### config.mk
export PLATFORM = sky130hd
export DESIGN_NAME = hazard_ctrl
export DESIGN_NICKNAME = d
export VERILOG_FILES = /design/src/rtl/haz_pkg.sv /design/src/rtl/byp_select.sv /design/src/rtl/load_use_check.sv /design/src/rtl/hazard_ctrl.sv
export SDC_FILE = /design/constraint.sdc
export NUM_CORES = 1
export LEC_CHECK = 0
export ABC_AREA = 1
export BUFFER_PORTS_ARGS = -buffer_cell sky130_fd_sc_hd__buf_2
export CAP_MARGIN = 20
export CORE_MARGIN = 2
export CORE_UTILIZATION = 46
export DETAILED_ROUTE_END_ITERATION = 12
export PLACE_DENSITY_LB_ADDON = 0.25
export SLEW_MARGIN = 30
export SYNTH_ARGS = -nofsm -noshare
export SYNTH_HDL_FRONTEND = slang
export SYNTH_HIERARCHICAL = 1
export SYNTH_SLANG_ARGS = --single-unit
### constraint.sdc
create_clock -name vclk -period 1.5
set_clock_uncertainty 0.15 [all_clocks]
set_input_delay 0.375 -clock vclk [all_inputs]
set_output_delay 0.375 -clock vclk [all_outputs]
set_load 0.01 [all_outputs]
### src/rtl/haz_pkg.sv
package haz_pkg;
  typedef enum logic [1:0] {
    BYP_RF = 2'd0,
    BYP_XM = 2'd1,
    BYP_MM = 2'd2,
    BYP_MW = 2'd3
  } byp_e;
endpackage

### src/rtl/byp_select.sv
module byp_select
  import haz_pkg::*;
#(
  parameter int REG_W = 5
) (
  input  logic [REG_W-1:0] src,
  input  logic [REG_W-1:0] ma_dst,
  input  logic             ma_wen,
  input  logic             ma_ld,
  input  logic [REG_W-1:0] mb_dst,
  input  logic             mb_wen,
  input  logic             mb_ld,
  input  logic [REG_W-1:0] wb_dst,
  input  logic             wb_wen,
  output byp_e             sel
);
  logic src_nz, hit_ma, hit_mb, hit_wb;

  always_comb begin
    src_nz = (src != '0);
    hit_ma = src_nz && ma_wen && (ma_dst == src);
    hit_mb = src_nz && mb_wen && (mb_dst == src);
    hit_wb = src_nz && wb_wen && (wb_dst == src);
  end

  // youngest producer first; an unready load masks older copies
  always_comb begin
    if (hit_ma)      sel = ma_ld ? BYP_RF : BYP_XM;
    else if (hit_mb) sel = mb_ld ? BYP_RF : BYP_MM;
    else if (hit_wb) sel = BYP_MW;
    else             sel = BYP_RF;
  end
endmodule

### src/rtl/load_use_check.sv
module load_use_check #(
  parameter int REG_W = 5
) (
  input  logic [REG_W-1:0] src,
  input  logic             need,
  input  logic [REG_W-1:0] exe_dst,
  input  logic             exe_wen,
  input  logic             exe_ld,
  input  logic [REG_W-1:0] ma_dst,
  input  logic             ma_wen,
  input  logic             ma_ld,
  output logic             hit
);
  logic live, exe_hit, ma_hit;

  always_comb begin
    live    = need && (src != '0);
    exe_hit = exe_ld && exe_wen && (exe_dst == src);
    ma_hit  = ma_ld && ma_wen && (ma_dst == src);
    hit     = live && (exe_hit || ma_hit);
  end
endmodule

### src/rtl/hazard_ctrl.sv
module hazard_ctrl
  import haz_pkg::*;
#(
  parameter int NUM_REGS = 32,
  parameter int NUM_OPS  = 2,
  parameter int REG_W    = $clog2(NUM_REGS)
) (
  input  logic             clk,
  input  logic             rst_n,
  input  logic             dec_vld,
  input  logic [REG_W-1:0] dec_src1,
  input  logic [REG_W-1:0] dec_src2,
  input  logic             dec_use1,
  input  logic             dec_use2,
  input  logic [REG_W-1:0] exe_src1,
  input  logic [REG_W-1:0] exe_src2,
  input  logic [REG_W-1:0] exe_dst,
  input  logic             exe_wen,
  input  logic             exe_ld,
  input  logic             exe_redirect,
  input  logic [REG_W-1:0] ma_dst,
  input  logic             ma_wen,
  input  logic             ma_ld,
  input  logic [REG_W-1:0] mb_dst,
  input  logic             mb_wen,
  input  logic             mb_ld,
  input  logic [REG_W-1:0] wb_dst,
  input  logic             wb_wen,
  output logic [1:0]       exe_byp1,
  output logic [1:0]       exe_byp2,
  output logic             fetch_hold,
  output logic             dec_hold,
  output logic             exe_bubble,
  output logic             fd_kill,
  output logic             de_kill
);
  localparam int RUN_W   = 2;
  localparam int RUN_MAX = (1 << RUN_W) - 1;

  logic [REG_W-1:0] id_src [NUM_OPS];
  logic             id_use [NUM_OPS];
  logic [REG_W-1:0] ex_src [NUM_OPS];
  logic [NUM_OPS-1:0] lu_hit;
  byp_e             sel [NUM_OPS];

  assign id_src[0] = dec_src1;
  assign id_src[1] = dec_src2;
  assign id_use[0] = dec_use1;
  assign id_use[1] = dec_use2;
  assign ex_src[0] = exe_src1;
  assign ex_src[1] = exe_src2;

  for (genvar g = 0; g < NUM_OPS; g++) begin : g_op
    byp_select #(.REG_W(REG_W)) u_byp (
      .src(ex_src[g]), .ma_dst(ma_dst), .ma_wen(ma_wen), .ma_ld(ma_ld),
      .mb_dst(mb_dst), .mb_wen(mb_wen), .mb_ld(mb_ld),
      .wb_dst(wb_dst), .wb_wen(wb_wen), .sel(sel[g])
    );
    load_use_check #(.REG_W(REG_W)) u_lu (
      .src(id_src[g]), .need(id_use[g]),
      .exe_dst(exe_dst), .exe_wen(exe_wen), .exe_ld(exe_ld),
      .ma_dst(ma_dst), .ma_wen(ma_wen), .ma_ld(ma_ld),
      .hit(lu_hit[g])
    );
  end

  logic stall;
  always_comb begin
    stall      = dec_vld && (|lu_hit) && !exe_redirect;
    fetch_hold = stall;
    dec_hold   = stall;
    exe_bubble = stall;
    fd_kill    = exe_redirect;
    de_kill    = exe_redirect;
    exe_byp1   = sel[0];
    exe_byp2   = sel[1];
  end

  // hold-length monitor
  logic [RUN_W-1:0] hold_run, hold_run_nxt;
  always_comb begin
    if (!stall)                   hold_run_nxt = '0;
    else if (hold_run == RUN_MAX) hold_run_nxt = hold_run;
    else                          hold_run_nxt = hold_run + 1'b1;
  end
  always_ff @(posedge clk or negedge rst_n) begin
    if (!rst_n) hold_run <= '0;
    else        hold_run <= hold_run_nxt;
  end

  p_hold_len_r3: assert property (@(posedge clk) disable iff (!rst_n)
    dec_hold |-> (hold_run < 2'd2));
  p_hold_group_r5: assert property (@(posedge clk) disable iff (!rst_n)
    dec_hold |-> (fetch_hold && exe_bubble));
  p_redirect_wins_r8: assert property (@(posedge clk) disable iff (!rst_n)
    exe_redirect |-> (fd_kill && de_kill && !dec_hold && !fetch_hold));
  p_ma_load_no_byp_r4: assert property (@(posedge clk) disable iff (!rst_n)
    (ma_wen && ma_ld) |-> (exe_byp1 != 2'd1 && exe_byp2 != 2'd1));
  p_mb_load_no_byp_r4: assert property (@(posedge clk) disable iff (!rst_n)
    (mb_wen && mb_ld) |-> (exe_byp1 != 2'd2 && exe_byp2 != 2'd2));
  p_r0_no_byp_r7: assert property (@(posedge clk) disable iff (!rst_n)
    (exe_src1 == '0) |-> (exe_byp1 == 2'd0));
  p_alu_no_stall_r2: assert property (@(posedge clk) disable iff (!rst_n)
    (!exe_ld && !ma_ld) |-> !dec_hold);
  p_idle_dec_r9: assert property (@(posedge clk) disable iff (!rst_n)
    !dec_vld |-> !dec_hold);
endmodule

# Yosys cells after proc, flatten, opt, wreduce, memory -nomap -nowiden
# Index checks and enable logic that the tools add are counted.
# classes
eq_ne	10
muxes	8
reduce_logical	32
# op_table
op	count
$eq A5 B5 Y1	10
$logic_and A1 B1 Y1	24
$reduce_bool A5 Y1	4
$mux W2	7
$logic_or A1 B1 Y1	2
$reduce_or A2 Y1	1
$logic_not A1 Y1	1
$mux W1	1
# totals
regBits	0
elab_cells	50

# Longest topological paths before layout
# Gate-level depths: netlist of the first run.
# logic_depth
word_depth	7
depth_mapped	9
depth_no_buf	9

# Hierarchy
# Netlist of the first run, hierarchy kept.
# by_module_without_submodules
module	instances	cells_per_inst	area_each_um2	seq_area_each_um2
byp_select	2	110	430.4	0.0
load_use_check	2	56	229.0	0.0
hazard_ctrl	1	8	45.0	0.0

# Least setup slack after synthesis of the first run
# No wires, ideal clock.
# synth_path
path_kind	input-to-output
startpoint	input port dec_src2[3]
endpoint	output port exe_bubble
arrival_time_ps	1247
required_ps	975
path_slack_ps	-272
path_stages	9
cell_sequence	inv_2 > nand2_1 > nand2_1 > nor2_1 > nand3_1 > a21oi_2 > nor2_1 > nor2_1 > buf_4
# synth_via
elab_chain_cells	7
word_cells_on_any_way	11
cone_classes	2 x eq/ne; 9 x reduce/logical
# synth_lines
element	line	rtl
start: declaration	hazard_ctrl.sv:12	input logic [REG_W-1:0] dec_src2,
$eq A5 B5 Y1, on equally long branches	load_use_check.sv:18, load_use_check.sv:19	
$logic_and A1 B1 Y1, on equally long branches	load_use_check.sv:18, load_use_check.sv:19	
$logic_or A1 B1 Y1	load_use_check.sv:20	hit = live && (exe_hit || ma_hit);
$logic_and A1 B1 Y1 (*)	load_use_check.sv:20	
via lu_hit[1]	hazard_ctrl.sv:43	logic [NUM_OPS-1:0] lu_hit;
$reduce_or A2 Y1 (*)	hazard_ctrl.sv:69	stall = dec_vld && (|lu_hit) && !exe_redirect;
$logic_and A1 B1 Y1 (*) (2 in series)	hazard_ctrl.sv:69	
end: declaration	hazard_ctrl.sv:33	output logic exe_bubble,
# The timed path passes the listed nets; every way through them passes the cells marked *.

# Worst setup path after layout of the first run
# layout_path
startpoint	input port ma_wen
endpoint	output port fetch_hold
# layout_via
elab_chain_cells	7
word_cells_on_any_way	10
cone_classes	10 x reduce/logical
# layout_lines
element	line	rtl
start: declaration	hazard_ctrl.sv:22	input logic ma_wen,
$logic_and A1 B1 Y1 (2 in series)	load_use_check.sv:19	ma_hit = ma_ld && ma_wen && (ma_dst == src);
$logic_or A1 B1 Y1	load_use_check.sv:20	
$logic_and A1 B1 Y1	load_use_check.sv:20	
via lu_hit[1]	hazard_ctrl.sv:43	
$reduce_or A2 Y1	hazard_ctrl.sv:69	
$logic_and A1 B1 Y1 (2 in series)	hazard_ctrl.sv:69	
end: declaration	hazard_ctrl.sv:31	output logic fetch_hold,
# The timed path passes the listed nets, and every way through them passes these cells.

==> summary.md, run 1 <==
| Metric | Value |
|---|---|
| RePlAce Congestion | 0.875 |
| MaxCap Viol Count | 0 |
| Power Total | 594 uW |
| Core region area | 2780 sq um |
| Util after Layout | 81.7% |
| Initial antenna violation count | 0 |
| HPWL Detailed | 3.15 mm |
| Setup TNS | -2.21 ns |
| Synth warnings | 6 |
| Net Count, Synth | 393 |
| Met1 Resource Use GR | 32.1% |
| VDD IR max | 0.000242 V |
| Top-count cell post-synth | nand2_1 |
| Drt drc | 0 |
| Finished Cell Area | 2270 sq um |
| Area Growth Syn to Fin | 66.7% |
| First DRT Iteration DRCs | 124 |
| Pins Over Slew Limit | 0 |
| Total grt overflow | 0 |
| Max frequency | 539 MHz |
| Fin crit share | 124% |
| Total Nets Final | 456 |
| Vias after detailed routing | 2090 |
| Grt met3 use | 0.220% |
| Avg Inst Size Synth | 4.01 sq um |
| Power Dens Cells | 261 nW/um^2 |
| Pre-CTS setup slack | -0.396 ns |
| Req. time, crit path | 0.97 ns |
| Cell row count | 19 |
| Fill cell count | 197 |
| Worst Path Arrival | 1.33 ns |
| Critical Path Start Type | primary input |
| Largest net degree at the start of global routing | 9 |
| Tot GR Track Use | 22.8% |
| RSZ-0062 raised after global routing | true |
| Routed Antenna Nets | 0 |
| FF+latch count | 0 |
| Yosys top cell by area | nand2_1 |
| Hold Path Class | primary input to primary output |
| Hold_sp | exe_redirect |
| Pre-Repair DR Iteration Count | 4 |
| WL/cell | 11.1 microns |
| Mapped Cells | 340 |
| I/O Buffers | 60 |
| Routing usage on met2 | 40.8% |
| Detailed Route WL | 4.81 mm |
| Hold_buf cts | 0 |
| Synth top cells by count | nand2_1, inv_1, nor2_1, inv_2, nand3_1 |
| Fin worst setup slack | -0.354 ns |
| Vias per cell | 4.84 |
| # IOs | 62 |
| First-pass GRT wire length | 6.39 mm |
| Sequential area share after synthesis | 0% |
| Die Y-Extent | 58.5 microns |
| Hold path endpoint | fd_kill |
| Antenna diodes | 0 |
| Outcome | complete, but fails checks |
| Register Area | 0 sq um |
| Kind of end point of the critical path | primary output |
| Final setup vio count | 7 |
| Final Hold Fails | 0 |
| Initial Util | 49.0% |
| Placed instance area | 1710 sq um |
| Netlist Area Pre-Place | 1360 sq um |
| Yosys cell types | 14 |
| Die area | 3420 sq um |
| Critical Path Fanout Max | 4 |
| Share of layout cells above drive strength 1 | 39.9% |
| Final worst path period need | 1.85 ns |
| Area occupied by multi-input gates | 1230 sq um |
| Top-area cell type share of the netlist area | 48.7% |
| Hold-critical path depth | 2 |
| Failing checks | negative setup slack |
| Worst-margin pin slew | 0.208 ns |
| Worst rel slew slack | 86.0% |
| Kind of critical path | primary input to primary output |
| Die Wd | 58.5 microns |
| Synth area leaders | nand2_1, inv_1, nor2_1 |
| Vias in the first global route | 1583 |
| Most used routing layer | met2 |
| Leakage | 0.00147 uW |
| CLK BUF | 0 |
==> stage by stage <==
stage | cells | hold slack [ns]
6_report | 432 | 0.810
5_1_grt | 432 | 0.829
4_1_cts | 431 | 0.813
3_5_place_dp | 430 | 0.811
3_3_place_gp | 430 | 0.808
2_1_floorplan | 340 | 0.692
==> worst max path at each step <==
stage	start	to	slack (ns)	cells past startpoint
2_1_floorplan	dec_src2[2]	exe_bubble	-0.16	9
3_3_place_gp	ma_dst[2]	exe_bubble	-0.35	10
3_5_place_dp	ma_dst[2]	dec_hold	-0.40	10
4_1_cts	exe_src2[3]	exe_byp2[1]	-0.27	10
5_1_grt	ma_wen	fetch_hold	-0.43	10
6_report	ma_wen	fetch_hold	-0.35	10
==> final cells by class <==
class | instances | share of cell area [%]
inverters | 81 | 15.8
multi-input cells | 255 | 54.0
well taps | 31 | 1.71
repair buffers | 65 | 28.5
==> worst max-delay path: stages <==
cell and delay (ns):
buf_6 0.08, nand2_1 0.08, inv_1 0.06, nand2_1 0.05
nor2_1 0.11, nand3_1 0.10, a21oi_2 0.13, nor2_1 0.06
nor2_2 0.11, buf_2 0.15
==> power breakdown <==
part,internal (uW),total (uW),switching [uW]
combinational,275,594,319
sequential,0,0,0
clock,0,0,0
total,275,594,319
==> cells in the final DEF, fill, tap and decap left out, drive strengths merged <==
cell type / instances
a21oi: 2
buf: 65
clkinv: 2
inv: 79
nand2: 179
nand3: 14
nand3b: 2
nand4: 2
nor2: 52
o21ai: 2
xor2: 2
==> logic make-up (layout without fill, tap and decap cells) <==
family | after synthesis | after routing | synth area share (%)
and+or+nand+nor | 249 | 249 | 72.2
xor gates and xnor gates | 2 | 2 | 1.28
buffers and inverters | 85 | 146 | 24.5
AOI/OAI and AO/OA | 4 | 4 | 2.02
==> metal layers <==
| metal | part of all wire (%) | vias to the layer above |
|---|---|---|
| li1 | - | 1098 |
| met1 | 42 | 884 |
| met2 | 49 | 82 |
| met3 | 4.6 | 26 |
| met4 | 4.4 | 0 |
| met5 | 0 | - |
==> repair_timing <==
item                       4_1_cts  5_1_grt
setup buffers                    1        1
pin swaps                       23       44
gates resized for setup         63      114
setup endpoints to repair        7        7
Power figures use the tool's default switching activity.
==> inputs of run 2 (changes only) <==
- CORE_UTILIZATION: 46 -> 42
- GPL_TIMING_DRIVEN: not set -> 0
- PLACE_DENSITY: not set -> 0.82
- PLACE_DENSITY_LB_ADDON: 0.25 -> not set
- SYNTH_HIERARCHICAL: 1 -> not set
==> run 2 against run 1 <==
The flow still finishes with violations (negative setup slack). Worst hold slack improved by 0.097 ns. Sequential share of layout area did not move. Die area decreased by 18%. Wire length decreased by 9.0%. Global-route usage increased by 3.4 points.
==> summary.md, run 2 <==
| Metric | Value |
|---|---|
| Outcome | complete, but fails checks |
| Failing checks | negative setup slack |
| Netlist Area Pre-Place | 1010 sq um (-26%) |
| First-pass GRT wire length | 5.71 mm (-11%) |
| Antenna diodes | 0 (unchanged) |
| Tot GR Track Use | 26.2% (+3.4 points) |
| Hold path endpoint | fd_kill |
| Area Growth Syn to Fin | 88.7% |
| Vias per cell | 5.36 (+11%) |
| Top-area cell type share of the netlist area | 36.1% (-13 points) |
| CLK BUF | 0 (unchanged) |
| Drt drc | 0 (unchanged) |
| Register Area | 0 sq um (unchanged) |
| Routed Antenna Nets | 0 (unchanged) |
| CP max stage delay | 0.19 ns (+0.04 ns) |
| Grt met3 use | 0.565% (+0.35 points) |
| Synth warnings | 0 (-6) |
| Finished Cell Area | 1900 sq um (-16%) |
| Fin crit share | 129% (+5.2 points) |
| Sequential area share after synthesis | 0% (unchanged) |
| Initial Util | 45.1% (-3.9 points) |
| Buffers and inverters on the worst path | 4 (+1) |
| Final worst path period need | 1.93 ns (+0.0784 ns) |
| Die Y-Extent | 53.0 microns (-9.4%) |
| Hold-critical path depth | 3 (+1) |
| Comb power frac | 100.0% (about the same) |
| Leakage | 0.00101 uW (-31%) |
| FF+latch count | 0 (unchanged) |
| Slowest cell on crit path | a21oi_4 |
| Synth area leaders | nand2_1, inv_1, nor2_1 |
| Core region area | 2230 sq um (-20%) |
| VDD IR max | 0.000179 V (-26%) |
| MaxCap Viol Count | 0 (unchanged) |
| Req. time, crit path | 0.97 ns (about the same) |
| Crit path cell chain | buf_6, inv_2, nand2_1, nand2_1, nor2_1, nand3_1, nand2_1, nand2_2, a21oi_4, buf_6, buf_6 |
| Worst rel slew slack | 88.0% (+2.0 points) |
| Avg Inst Size Synth | 4.44 sq um (+11%) |
| Pint | 243 uW (-12%) |
| Kind of critical path | primary input to primary output |
| Hold_sp | exe_redirect |
| First DRT Iteration DRCs | 88 (-29%) |
| Share of layout cells above drive strength 1 | 53.4% (+14 points) |
| Vias in the first global route | 1385 (-13%) |
| Yosys cell types | 21 (+7) |
| Vias after detailed routing | 1706 (-18%) |
| Pre-Repair DR Iteration Count | 4 (unchanged) |
| Placed instance area | 1390 sq um (-19%) |
| Most common cell after layout, fill and taps aside | nand2_1 |
| Net Count, Synth | 280 (-29%) |
| Final hold slack | 0.906 ns (+0.0966 ns) |
| Met1 Resource Use GR | 35.0% (+2.9 points) |
| Total grt overflow | 0 (unchanged) |
| Commonest non-fill, non-tap cells in the layout | nand2_1, buf_6, nand2_2 |
| # IOs | 62 (unchanged) |
| Pins Over Slew Limit | 0 (unchanged) |
| WL/cell | 13.8 microns (+24%) |
| Hold Path Class | primary input to primary output |
| Max frequency | 518 MHz (-4.1%) |
| RSZ-0062 raised after global routing | true |
| Mapped Cells | 227 (-33%) |
| Worst setup path start | dec_src2[4] |
| Worst-margin pin slew | 0.179 ns (-0.0297 ns) |
| Clock power frac | 0% (unchanged) |
| Cell row count | 17 (-2) |
| Power Dens Cells | 268 nW/um^2 (+2.7%) |
| Die Wd | 53.0 microns (-9.4%) |
| Worst Path Arrival | 1.41 ns (+0.08 ns) |
| Kind of end point of the critical path | primary output |
| Final setup vio count | 7 (unchanged) |
| Detailed Route WL | 4.38 mm (-9.0%) |
| Flop pwr share | 0% (unchanged) |
| Synth top cells by count | nand2_1, inv_1, nor2_1, nand3_1, nand4_1 |
| Critical Path Start Type | primary input |
| Die area | 2810 sq um (-18%) |
| Initial antenna violation count | 0 (unchanged) |
| Most used routing layer | met2 |
| RePlAce Congestion | 0.884 (+1.0%) |
| Largest net degree at the start of global routing | 6 (-3) |
| Total Nets Final | 345 (-24%) |
| Sw power | 266 uW (-16%) |
| Yosys top cell by area | nand2_1 |
| Routing usage on met2 | 47.7% (+6.9 points) |
| Top delay family on crit path | simple AND/OR/NAND/NOR gates |
| Top-count cell post-synth | nand2_1 |
| Fin worst setup slack | -0.432 ns (-0.0784 ns) |
| Critical Path Fanout Max | 4 (unchanged) |
| Final Hold Fails | 0 (unchanged) |
| I/O Buffers | 60 (unchanged) |
| HPWL Detailed | 2.63 mm (-17%) |
| Switch share | 52.3% (-1.4 points) |
run 2: cell count changes after synthesis, sizes merged, moves of 8 or more:
cell | previous run | this run
nand4 | 2 | 11
inv | 81 | 41
o21ai | 2 | 10
nand2 | 179 | 97
nor2 | 52 | 31
run 2: how the worst max path moves through the flow:
| stage | to | slack [ns] | depth (start not counted) |
|---|---|---|---|
| 6_report | exe_bubble | -0.43 | 11 |
| 5_1_grt | exe_bubble | -0.60 | 11 |
| 4_1_cts | exe_bubble | -0.36 | 11 |
| 3_5_place_dp | exe_bubble | -0.47 | 11 |
| 3_3_place_gp | fetch_hold | -0.45 | 11 |
| 2_1_floorplan | exe_bubble | -0.16 | 9 |
run 2: layer usage:
metal / vias up / part of all wire (%)
met2: 114 / 49
met1: 753 / 41
li1: 823 / -
met5: - / 0
met3: 16 / 6.9
met4: 0 / 2.3
run 2: cell type report:
type                            count  area (sq um)
Inverter                           42           198
Tap cell                           28          35.0
Timing Repair Buffer               63           609
Fill cell                         132           333
Multi-Input combinational cell    181          1020
Buffer                              4          37.5
run 2: timing repair:
item                                    4_1_cts  5_1_grt
endpoints found under the setup margin        7        7
resized for setup                            63       91
buffers inserted                              3        0
hold buffers                                  0        0
endpoints found under the hold margin         0        0
pin swaps                                    24       58
run 2: per-stage QoR:
stage          power [uW]  instances  util (%)  setup WS [ns]  TNS (ns)
4_1_cts               401        318      72.5         -0.360     -2.27
3_5_place_dp          335        315      62.4         -0.474     -2.84
3_3_place_gp          333        315      62.4         -0.453     -2.82
6_report              510        318      85.1         -0.432     -2.64
2_1_floorplan         188        227         -         -0.155    -0.317
5_1_grt               550        318      85.1         -0.596     -3.29
run 2: worst min-delay path: cells and delay by family:
| kind | cells | cell delay (ns) |
|---|---|---|
| buffers and inverters | 3 | 0.30 |
run 2: logic make-up after synthesis:
group,after synthesis,share of synthesized area [%]
buffers and inverters,46,18.6
and+or+nand+nor,154,64.3
AOI/OAI and AO/OA,19,10.1
xor gates and xnor gates,8,6.96
run 2: power by group through the flow:
stage / logic, uW / clock network (uW) / registers (uW)
final: 510 / 0 / 0
after global routing: 550 / 0 / 0
after CTS: 401 / 0 / 0
after detailed placement: 335 / 0 / 0
after global placement: 333 / 0 / 0
after floorplan: 188 / 0 / 0
==> inputs of run 3 (changes only) <==
- ABC_AREA: 1 -> not set
- CORE_UTILIZATION: 42 -> 38
- PLACE_DENSITY: 0.82 -> 0.81
- clock period: 1.5 -> 1.6 ns (I/O delays scaled with it)
==> run 3 against run 2 <==
The run still ends with negative setup slack left. First-iteration DRC count shrank 39%. Cell area shrank 18%. Via count shrank 37%. Flip-flop and latch count is the same. Clock-buffer cell count is the same. Sequential share of layout area is the same. Largest cell class unchanged. Critical path depth shrank 5. Total power shrank 14%. Worst hold slack gained 0.048 ns.
==> summary.md, run 3 <==
| Metric | Value |
|---|---|
| Synth top cells by count | xnor2_1, xor2_1, nand4_1, nand2_1 |
| Antenna diodes | 0 (unchanged) |
| FF+latch count | 0 (unchanged) |
| Avg Inst Size Synth | 7.51 sq um (+69%) |
| Pre-CTS setup slack | -0.543 ns (-0.0694 ns) |
| Post-CTS setup buffers | 0 (-3) |
| Most common cell after layout, fill and taps aside | buf_2 |
| Kind of end point of the critical path | primary output |
| Net Count, Synth | 157 (-44%) |
| Share of layout cells above drive strength 1 | 59.9% (+6.4 points) |
| Vias after detailed routing | 1081 (-37%) |
| Vias per cell | 5.72 (+6.6%) |
| Main combinational cell family by area after synthesis | XOR/XNOR gates |
| First-pass GRT wire length | 5.10 mm (-11%) |
| Synthesized-area fraction occupied by and/or/nand/nor cells | 29.0% (-35 points) |
| Commonest non-fill, non-tap cells in the layout | buf_2, xnor2_2, xnor2_1, buf_6, xor2_1 |
| Finished Cell Area | 1550 sq um (-18%) |
| RePlAce Congestion | 0.810 (-8.4%) |
| CLK BUF | 0 (unchanged) |
| Final Hold Fails | 0 (unchanged) |
| Outcome | complete, but fails checks |
| Power Dens Cells | 284 nW/um^2 (+5.7%) |
| Final hold slack | 0.954 ns (+0.0476 ns) |
| Kind of critical path | primary input to primary output |
| Synth warnings | 0 (unchanged) |
| WL/cell | 20.0 microns (+45%) |
| Pre-Repair DR Iteration Count | 4 (unchanged) |
| First DRT Iteration DRCs | 54 (-39%) |
| Placed instance area | 1200 sq um (-14%) |
| Fin crit share | 139% |
| Critical Path Fanout Max | 2 (-2) |
| Pins Over Slew Limit | 0 (unchanged) |
| Detailed Route WL | 3.77 mm (-14%) |
| Sequential area share after synthesis | 0% (unchanged) |
| Yosys top cell by area | xnor2_1 |
| HPWL Detailed | 2.29 mm (-13%) |
| Final setup vio count | 7 (unchanged) |
| Worst rel slew slack | 79.9% (-8.1 points) |
| Total grt overflow | 0 (unchanged) |
| Die Wd | 49.3 microns (-6.9%) |
| Largest net degree at the start of global routing | 5 (-1) |
| I/O Buffers | 58 (-3.3%) |
| Die area | 2430 sq um (-13%) |
| Placed cell count | 189 (-40%) |
| Yosys cell types | 21 (unchanged) |
| Routed Antenna Nets | 0 (unchanged) |
| Crit path cell chain | buf_4, xnor2_2, nand4_1, or4_4, a21oi_2, buf_2 |
| MaxCap Viol Count | 0 (unchanged) |
| Initial antenna violation count | 0 (unchanged) |
| Drt drc | 0 (unchanged) |
| CP max stage delay | 0.46 ns (+0.27 ns) |
| Hold Path Class | primary input to primary output |
| Area Growth Syn to Fin | 98.6% |
| Final worst path period need | 2.23 ns |
| Tot GR Track Use | 26.9% (+0.63 points) |
| Post-Synth XOR/XNOR Area | 56.1% (+49 points) |
| Mapped Cells | 104 (-54%) |
| Worst Path Arrival | 1.68 ns (+0.27 ns) |
| Total Nets Final | 217 (-37%) |
| Fin worst setup slack | -0.627 ns (-0.195 ns) |
| Synth area leaders | xnor2_1, xor2_1, nand4_1 |
| Register Area | 0 sq um (unchanged) |
| Slowest cell on crit path | or4_4 |
| Compound-gate portion of the synthesized area | 7.53% (-2.5 points) |
| Cell row count | 16 (-1) |
| Failing checks | negative setup slack |
| RSZ-0062 raised after global routing | true |
| Critical Path Start Type | primary input |
| Die Y-Extent | 49.3 microns (-6.9%) |
| Final non-filler cell total | 189 (-41%) |
| Core region area | 1940 sq um (-13%) |
| Max frequency | 449 MHz |
| Top-area cell type share of the netlist area | 42.6% (+6.5 points) |
| Adder-cell share of the synthesized area | 0% (unchanged) |
| Netlist Area Pre-Place | 781 sq um (-22%) |
| Worst-margin pin slew | 0.300 ns (+0.122 ns) |
| Fill cell count | 115 (-13%) |
| Post-synthesis mux area share | 2.56% (+2.6 points) |
| # IOs | 62 (unchanged) |
| Req. time, crit path | 1.05 ns (+0.08 ns) |
| VDD IR max | 0.000197 V (+10%) |
| Initial Util | 40.2% (-4.9 points) |
| Leakage | 0.000663 uW (-34%) |
| Top-count cell post-synth | xnor2_1 |
| Vias in the first global route | 1079 (-22%) |
## run 3: layout make-up
class | instances | area [sq um] | share of cell area [%]
Multi-Input combinational cell | 98 | 1010 | 64.9
Timing Repair Buffer | 58 | 423 | 27.3
Buffer | 6 | 87.6 | 5.65
Tap cell | 27 | 33.8 | 2.18
## run 3: critical path, delay by kind of cell
| kind | cells | cell delay [ns] |
|---|---|---|
| AO/OA/AOI/OAI | 1 | 0.14 |
| AND/OR/NAND/NOR | 2 | 0.67 |
| buffers and inverters | 2 | 0.27 |
| XOR/XNOR | 1 | 0.20 |
## run 3: where the power goes
group          total, uW  internal, uW  switching, uW
Sequential             0             0              0
Combinational        440           237            202
Clock                  0             0              0
## run 3: final timing paths
kind	end	cells past startpoint	from	slack, ns
setup / recovery	exe_byp2[1]	6	mb_dst[3]	-0.63
hold / removal	de_kill	3	exe_redirect	0.95
## run 3: layer usage
| metal | vias up | GRT usage (%) | part of all wire (%) |
|---|---|---|---|
| met3 | 14 | 3.07 | 7.4 |
| met5 | - | 0 | 0 |
| met1 | 512 | 29.4 | 35 |
| met2 | 65 | 50.5 | 54 |
| li1 | 490 | - | - |
| met4 | 0 | 12.9 | 4.2 |
## run 3: kinds of logic after synthesis
kind of cell	Yosys count
simple gates	37
compound gates	9
mux	2
buf+inv	6
xor+xnor	50
## run 3: timing repair
action | 4_1_cts | 5_1_grt
hold buffers | 0 | 0
setup endpoints to repair | 7 | 7
resized for setup | 36 | 33
pin swaps | 20 | 15
## run 3: stage by stage
stage	setup TNS (ns)	total power, uW	utilization [%]
after floorplan	-1.42	169	-
after global placement	-3.05	295	61.8
after detailed placement	-3.22	306	61.8
after CTS	-2.74	353	70.4
after global routing	-3.82	461	79.8
final	-3.46	440	79.8
